`src/rtl/rmii_rx_pkg.sv`:
```
package rmii_rx_pkg;

    typedef enum logic {
        ST_HUNT = 1'b0,
        ST_RECV = 1'b1
    } rx_state_e;

    localparam logic [1:0] DIBIT_PREAMBLE  = 2'b01;
    localparam logic [1:0] DIBIT_DELIMITER = 2'b11;

    localparam logic [1:0] SPEED_10M  = 2'd0;
    localparam logic [1:0] SPEED_100M = 2'd1;

endpackage

```
`src/rtl/rmii_sfd_hunter.sv`:
```
module rmii_sfd_hunter #(
    parameter int FAST_RUN_MIN = 16,
    parameter int SLOW_RUN_MIN = 100
) (
    input  logic       clk,
    input  logic       rst_n,
    input  logic       hunting,
    input  logic       rx_valid,
    input  logic       rx_err,
    input  logic [1:0] rx_dibit,
    output logic       lock,
    output logic       lock_slow
);
    import rmii_rx_pkg::*;

    localparam int RUN_W = $clog2(SLOW_RUN_MIN + 1);
    localparam logic [RUN_W-1:0] FAST_L = RUN_W'(FAST_RUN_MIN);
    localparam logic [RUN_W-1:0] SLOW_L = RUN_W'(SLOW_RUN_MIN);

    typedef struct packed {
        logic [RUN_W-1:0] run;
    } hunt_t;

    hunt_t cur_q, nxt_d;
    logic  clean;

    always_comb begin
        nxt_d = cur_q;
        clean = hunting && rx_valid && !rx_err;
        if (clean && rx_dibit == DIBIT_PREAMBLE) begin
            if (cur_q.run != SLOW_L) begin
                nxt_d.run = cur_q.run + 1'b1;
            end
        end else begin
            nxt_d.run = '0;
        end
        lock      = clean && (rx_dibit == DIBIT_DELIMITER) && (cur_q.run >= FAST_L);
        lock_slow = (cur_q.run >= SLOW_L);
    end

    always_ff @(posedge clk or negedge rst_n) begin
        if (!rst_n) begin
            cur_q <= '0;
        end else begin
            cur_q <= nxt_d;
        end
    end

endmodule

```
`src/rtl/rmii_sample_pacer.sv`:
```
module rmii_sample_pacer #(
    parameter int SLOW_DIV = 10
) (
    input  logic clk,
    input  logic rst_n,
    input  logic restart,
    input  logic restart_slow,
    input  logic step,
    output logic strobe
);
    localparam int TICK_W = (SLOW_DIV > 1) ? $clog2(SLOW_DIV) : 1;
    localparam logic [TICK_W-1:0] LAST = TICK_W'(SLOW_DIV - 1);

    typedef struct packed {
        logic              slow;
        logic [TICK_W-1:0] tick;
    } pace_t;

    pace_t cur_q, nxt_d;

    always_comb begin
        nxt_d = cur_q;
        if (restart) begin
            nxt_d.slow = restart_slow;
            nxt_d.tick = '0;
        end else if (step) begin
            nxt_d.tick = (cur_q.tick == LAST) ? '0 : cur_q.tick + 1'b1;
        end
        strobe = step && (!cur_q.slow || cur_q.tick == LAST);
    end

    always_ff @(posedge clk or negedge rst_n) begin
        if (!rst_n) begin
            cur_q <= '0;
        end else begin
            cur_q <= nxt_d;
        end
    end

endmodule

```
`src/rtl/rmii_dibit_packer.sv`:
```
module rmii_dibit_packer #(
    parameter int BYTE_W = 8
) (
    input  logic            clk,
    input  logic            rst_n,
    input  logic            start,
    input  logic            take,
    input  logic [1:0]      dibit,
    output logic [BYTE_W:0] word_out,
    output logic            word_valid
);
    localparam int PAIRS = BYTE_W / 2;
    localparam int IDX_W = (PAIRS > 1) ? $clog2(PAIRS) : 1;
    localparam logic [IDX_W-1:0] IDX_LAST = IDX_W'(PAIRS - 1);

    typedef struct packed {
        logic [BYTE_W-1:0] shreg;
        logic [IDX_W-1:0]  idx;
        logic              first;
        logic [BYTE_W:0]   word;
        logic              valid;
    } pack_t;

    pack_t cur_q, nxt_d;
    logic [BYTE_W-1:0] shifted;

    always_comb begin
        nxt_d       = cur_q;
        nxt_d.valid = 1'b0;
        shifted     = {dibit, cur_q.shreg[BYTE_W-1:2]};
        if (start) begin
            nxt_d.shreg = '0;
            nxt_d.idx   = '0;
            nxt_d.first = 1'b1;
        end else if (take) begin
            nxt_d.shreg = shifted;
            if (cur_q.idx == IDX_LAST) begin
                nxt_d.idx   = '0;
                nxt_d.word  = {cur_q.first, shifted};
                nxt_d.valid = 1'b1;
                nxt_d.first = 1'b0;
            end else begin
                nxt_d.idx = cur_q.idx + 1'b1;
            end
        end
    end

    always_ff @(posedge clk or negedge rst_n) begin
        if (!rst_n) begin
            cur_q <= '0;
        end else begin
            cur_q <= nxt_d;
        end
    end

    assign word_out   = cur_q.word;
    assign word_valid = cur_q.valid;

endmodule

```
`src/rtl/rmii_rx_assembler.sv`:
```
module rmii_rx_assembler #(
    parameter int FAST_RUN_MIN = 16,
    parameter int SLOW_RUN_MIN = 100,
    parameter int SLOW_DIV     = 10
) (
    input  logic       clk,
    input  logic       rst_n,
    input  logic [1:0] rx_dibit,
    input  logic       rx_valid,
    input  logic       rx_err,
    output logic [8:0] word_out,
    output logic       word_valid,
    output logic [1:0] speed_code
);
    import rmii_rx_pkg::*;

    typedef struct packed {
        rx_state_e  state;
        logic [1:0] speed;
    } top_t;

    top_t cur_q, nxt_d;
    logic lock_w;
    logic lock_slow_w;
    logic step_w;
    logic strobe_w;

    rmii_sfd_hunter #(
        .FAST_RUN_MIN(FAST_RUN_MIN),
        .SLOW_RUN_MIN(SLOW_RUN_MIN)
    ) i_hunter (
        .clk      (clk),
        .rst_n    (rst_n),
        .hunting  (cur_q.state == ST_HUNT),
        .rx_valid (rx_valid),
        .rx_err   (rx_err),
        .rx_dibit (rx_dibit),
        .lock     (lock_w),
        .lock_slow(lock_slow_w)
    );

    rmii_sample_pacer #(
        .SLOW_DIV(SLOW_DIV)
    ) i_pacer (
        .clk         (clk),
        .rst_n       (rst_n),
        .restart     (lock_w),
        .restart_slow(lock_slow_w),
        .step        (step_w),
        .strobe      (strobe_w)
    );

    rmii_dibit_packer #(
        .BYTE_W(8)
    ) i_packer (
        .clk       (clk),
        .rst_n     (rst_n),
        .start     (lock_w),
        .take      (strobe_w),
        .dibit     (rx_dibit),
        .word_out  (word_out),
        .word_valid(word_valid)
    );

    always_comb begin
        nxt_d  = cur_q;
        step_w = (cur_q.state == ST_RECV) && rx_valid && !rx_err;
        case (cur_q.state)
            ST_HUNT: begin
                if (lock_w) begin
                    nxt_d.state = ST_RECV;
                    nxt_d.speed = lock_slow_w ? SPEED_10M : SPEED_100M;
                end
            end
            default: begin
                if (!rx_valid || rx_err) begin
                    nxt_d.state = ST_HUNT;
                end
            end
        endcase
    end

    always_ff @(posedge clk or negedge rst_n) begin
        if (!rst_n) begin
            cur_q.state <= ST_HUNT;
            cur_q.speed <= SPEED_100M;
        end else begin
            cur_q <= nxt_d;
        end
    end

    assign speed_code = cur_q.speed;

endmodule

```
`config.mk`:
```
export PLATFORM = sky130hd
export DESIGN_NAME = rmii_rx_assembler
export DESIGN_NICKNAME = d
export VERILOG_FILES = /design/src/rtl/rmii_rx_pkg.sv /design/src/rtl/rmii_sfd_hunter.sv /design/src/rtl/rmii_sample_pacer.sv /design/src/rtl/rmii_dibit_packer.sv /design/src/rtl/rmii_rx_assembler.sv
export SDC_FILE = /design/constraint.sdc
export NUM_CORES = 1
export LEC_CHECK = 0
export ABC_AREA = 1
export BUFFER_PORTS_ARGS = -buffer_cell sky130_fd_sc_hd__buf_2
export CORE_UTILIZATION = 57
export DETAILED_ROUTE_END_ITERATION = 10
export GPL_ROUTABILITY_DRIVEN = 0
export PLACE_DENSITY = 0.78
export RECOVER_POWER = 25
export SLEW_MARGIN = 30
export SYNTH_ARGS = -nofsm -noshare
export SYNTH_HDL_FRONTEND = slang
export SYNTH_HIERARCHICAL = 1
export SYNTH_SLANG_ARGS = --single-unit
```
`constraint.sdc`:
```
create_clock -name clk -period 1.97 [get_ports clk]
set_input_delay 0.0985 -clock clk [delete_from_list [all_inputs] [get_ports clk]]
set_output_delay 0.0985 -clock clk [all_outputs]
set_load 0.005 [all_outputs]
```
======== Word level (Yosys, flattened, before mapping) ========
Index checks and enable logic that the tools add are counted.
word-level totals
  bits in registers ....................... 36
  bits in latches ......................... 0
  RAM bits ................................ 0
  bits in read-only memories .............. 0
  input bits .............................. 6
  output and inout port bits .............. 12
  memories kept ........................... 0
operators by class
  add/sub/neg operators ................... 3
  $mul .................................... 0
  div/mod/pow operators ................... 0
  order comparisons ....................... 2
  eq/ne operators ......................... 6
  shift operators ......................... 0
  multiplexer cells ....................... 14
  bitwise logic cells ..................... 2
  reduce and logical (&&, ||, !) cells .... 19
operators by type and width
  kind                                                                count
  2-to-1 mux 11 bit                                                   2
  2-to-1 mux 21 bit                                                   1
  2-to-1 mux 7 bit                                                    2
  2-to-1 mux 4 bit                                                    3
  logical AND 1 bit                                                   8
  adder 7 x 1 -> 7 bit (second input constant)                        1
  greater-or-equal comparator 7 x 5 -> 1 bit (second input constant)  1
  greater-or-equal comparator 7 bit (second input constant)           1
  inequality test 7 bit (second input constant)                       1
  nonzero test 2 bit                                                  3
  adder 4 x 1 -> 4 bit (second input constant)                        1
  == test 2 bit (second input constant)                               2
  == test 4 bit (second input constant)                               1
  2-to-1 mux 1 bit                                                    4
  AND reduction 2 bit                                                 2
  zero test 1 bit                                                     3
  2-to-1 mux 3 bit                                                    1
  AND reduction 3 bit                                                 1
  adder 2 x 1 -> 2 bit (second input constant)                        1
  == test 2 x 1 -> 1 bit (second input constant)                      1
  logical OR 1 bit                                                    2
  2-to-1 mux 2 bit                                                    1
  inequality test 2 bit (second input constant)                       1
  NOT 1 bit                                                           2

======== Longest topological paths before layout ========
  depth in word-level cells ............... 7
  gate-level depth with buffers ........... 11

======== Cells and area by module ========
The synthesis kept the hierarchy.
by module, submodules not included
  module             times used  cells an instance  area an instance (µm²)
  rmii_dibit_packer  1           90                 854.6
  rmii_sfd_hunter    1           53                 417.9
  rmii_sample_pacer  1           44                 305.3
  rmii_rx_assembler  1           14                 108.9

======== Worst setup path after synthesis ========
No wires, ideal clock.
  path type ............................... register to register
  start point ............................. register cur_q[2] (netlist name)
  end point ............................... register i_packer.cur_q (netlist bit i_packer/word_out[6])
  library setup time ...................... 0.117 ns
  data arrival time ....................... 1.571 ns
  required time ........................... 1.853 ns
  setup slack ............................. 0.282 ns
  stages on the path, launching flop included .. 10
  buffers on the path ..................... 1
  clock period less this slack ............ 1.688 ns
  cells stage by stage .................... dfrtp_1 > inv_2 > nand2_1 > nor2_1 > nand2_1 > nor2_1 > inv_2 > buf_6 > nand4_1 > nand2_1
RTL lines
  item                    line                     RTL
  end signal: assignment  rmii_dibit_packer.sv:52  cur_q <= nxt_d;
  end: declaration        rmii_dibit_packer.sv:24  pack_t cur_q, nxt_d;

======== Final worst setup path ========
  start point ............................. register i_pacer/cur_q[1] (netlist bit)
  end point ............................... register i_packer/cur_q[12] (netlist bit)
on the way
  word-level cells in the longest chain between the ends .. 4
ends and longest elaborated chain
  item                                 line                     RTL
  start: declaration                   rmii_sample_pacer.sv:19  pace_t cur_q, nxt_d;
  start signal: assignment             rmii_sample_pacer.sv:36  cur_q <= nxt_d;
  == test 4 bit                        rmii_sample_pacer.sv:29  strobe = step && (!cur_q.slow || cur_q.tick == LAST);
  logical OR 1 bit                     rmii_sample_pacer.sv:29
  logical AND 1 bit                    rmii_sample_pacer.sv:29
  via strobe_w                         rmii_rx_assembler.sv:26  logic strobe_w;
  nonzero test 2 bit (no source line)  --
The timed path passes the listed nets, and every way through them passes these cells.
A chain may end at the register's enable or synchronous reset.

==> impl_metrics.yaml <==
timing:
  finalCritPeriodShare_pct: 89.5
  hold_viol_final: 0
  slew-limit-headroom_pct: 47.9
  rsz0062_at_grt: "no"
  slew_violations: 0
  fmax_mhz: 567
  finalSetupTns_ns: 0
  setup_viol: 0
  setup_ws_ns: 0.206
  worst_pin_slew_ns: 0.781
  worst_clock_skew_ns: 0.00904
  fin_crit_ns: 1.76
status:
  status: "finished clean"
clocking:
  root_buffer: "clkbuf_4"
  clock_latency_ns: 0.34
  ctsHoldBuffers: 2
  post_cts.repair.setup_buffers: 0
  clockBufferDepth: 2
  cts_resized: 0
  cts_sinks: 33
  numCtsBuffers: 5
  clk_pin_slew_ns: 0.10
  htree_num_levels: 2
  cts_tree: "yes"
setup_path:
  crit_path_end_kind: "register"
  critPathLaunchType: "register"
  cp_data_arrival_time_ns: 1.99
  path_class: "register to register"
  cp_max_fo: 14
  required_ns: 2.20
power_and_ir_drop:
  p_total_uw: 1340
  power.density_nw_per_um2: 728
  p_leak_uw: 0.00101
  vdd_drop_max_mv: 0.705
detailed_routing:
  wl_per_cell_um: 12.1
  num_vias: 1299
  antenna_left: 0
  first_pass_iters: 5
  drtIter0Drc: 56
  vias_per_cell: 5.28
  drt_wl_total_um: 2970
  drc_errors: 0
yosys:
  yosysSeqAreaShare_pct: 49.0
  synth-main-ff-cell: "dfrtp_1"
  yosysTopAreaCell: "dfrtp_1"
  syn_inst: 201
  synthMuxAreaShare_pct: 0
  synth_top_family_by_area: "simple AND/OR/NAND/NOR gates"
  ys_warn_count: 6
  netlist_area_um2: 1690
  synth_fa_ha_area_share_pct: 3.71
  yosys.area_share.simple_pct: 31.8
  ys_ff_latch: 33
  synthArstFlopShare_pct: 100
  synth_area_leaders: "dfrtp_1, nand2_1, buf_4"
  syn_avg_cell_area_um2: 8.39
  synth_compound_area_share_pct: 2.89
  synth_fp_nets: 212
  synth_edf_count: 0
  synth-xor-area-share_pct: 1.56
  synth_top_area_share_pct: 47.5
  ys_types: 27
place:
  port_buffers: 16
  hpwl_um: 2130
  place_ws_ns: 0.247
grt:
  grt_pass1_wl_um: 5290
  grt_overflow_total: 0
  antenna_found_initial: 0
  grt_start_max_net_pins: 34
  grt_use_total_pct: 21.6
  grt_pass1_vias: 1226
floorplanning:
  die_area_um2: 3180
  die_height_um: 56.4
  core-area_um2: 2780
  start_util_pct: 60.6
  row_count: 19
  ioPinCount: 18
  die_w_um: 56.4
layout:
  num_antenna_cells: 0
  finish.utilization_pct: 66.0
  drive_gt1_share_pct: 19.5
  area_delta_synth_final_pct: 8.90
  layout.nets: 225
job:
  max-cap-violations: 0
min_path:
  min_path_type: "input port to register"
-- registers in the layout (all words and copies together), names as in the netlist --
name,count
i_packer/word_valid,1
i_hunter/cur_q,7
speed_code,1
i_pacer/cur_q,5
i_packer/cur_q,9
cur_q,1
i_packer/word_out,9
-- cells by family (layout without fill, tap and decap cells) --
group / after synthesis / count (layout)
other cells: 1 / 1
buf+inv: 33 / 47
fa+ha+maj: 5 / 5
simple gates: 119 / 119
flops: 33 / 33
xor+xnor: 3 / 3
compound gates: 7 / 7
-- per-layer routing --
metal | track usage (%) | wire length, um | share of wire, %
met5 | 0 | 0 | 0
met4 | 6.97 | 23 | 0.77
met3 | 7.60 | 130 | 4.4
met2 | 35.9 | 1480 | 50
met1 | 26.3 | 1340 | 45
-- cells in the mapped netlist, types with 5 or more instances --
cell type  number
nand2_1        70
dfrtp_1        32
nor2_1         16
buf_4          13
inv_1          13
nand3_1        12
nand4_1        10
ha_1            5
inv_2           5
-- power breakdown --
group | leakage [uW] | switching, uW | internal [uW]
sequential | 0.000452 | 0.556 | 678
combinational | 0.000498 | 21.4 | 8.13
clock | 0.0000552 | 236 | 393
total | 0.00101 | 258 | 1080
-- cell usage in the layout, fill, tap and decap left out, drive strengths merged, types with 5 or more instances in the layout --
cell type,synthesis,final
inv,18,18
ha,5,5
nand3,15,15
nand2,72,72
buf,15,18
nand4,10,10
nor2,19,19
clkbuf,0,6
dfrtp,32,32
-- worst max-delay path: stages (launching register included) --
cell and delay (ns):
dfrtp_1 0.45, inv_1 0.08, ha_1 0.15, nand3_1 0.10
a21oi_1 0.36, buf_4 0.29, nor2_4 0.09, nand2_1 0.08
nand2_1 0.05
-- area by class of cell --
class,instances,area (um2)
fill,247,945
sequential,33,827
multi-input combinational,135,678
timing repair buffer,21,123
inverter,18,67.6
clock inverter,3,65.1
tap,31,38.8
clock buffer,5,37.5
-- final timing paths --
| kind | end | from | slack, ns | cells past startpoint |
|---|---|---|---|---|
| worst min register to register | speed_code[0] | speed_code[0] | 0.47 | 2 |
| worst max register to register | i_packer/cur_q[12] | i_pacer/cur_q[1] | 0.21 | 8 |
| worst max-delay path | i_packer/cur_q[12] | i_pacer/cur_q[1] | 0.21 | 8 |
| worst min-delay path | i_packer/cur_q[20] | rx_dibit[1] | 0.04 | 3 |
| min in group asynchronous | i_packer/cur_q[16] | rst_n | 0.37 | 2 |
| max in group asynchronous | i_packer/cur_q[12] | rst_n | 1.11 | 2 |
-- through the flow --
step / instance area (um2) / hold WS [ns] / std cells
floorplan: 1690 / -0.197 / 201
global placement: 1710 / 0.184 / 236
detailed placement: 1710 / 0.190 / 236
CTS: 1840 / 0.0285 / 246
global route: 1840 / 0.0412 / 246
finish: 1840 / 0.0448 / 246
Note: power is estimated with default switching activity, not from simulation.
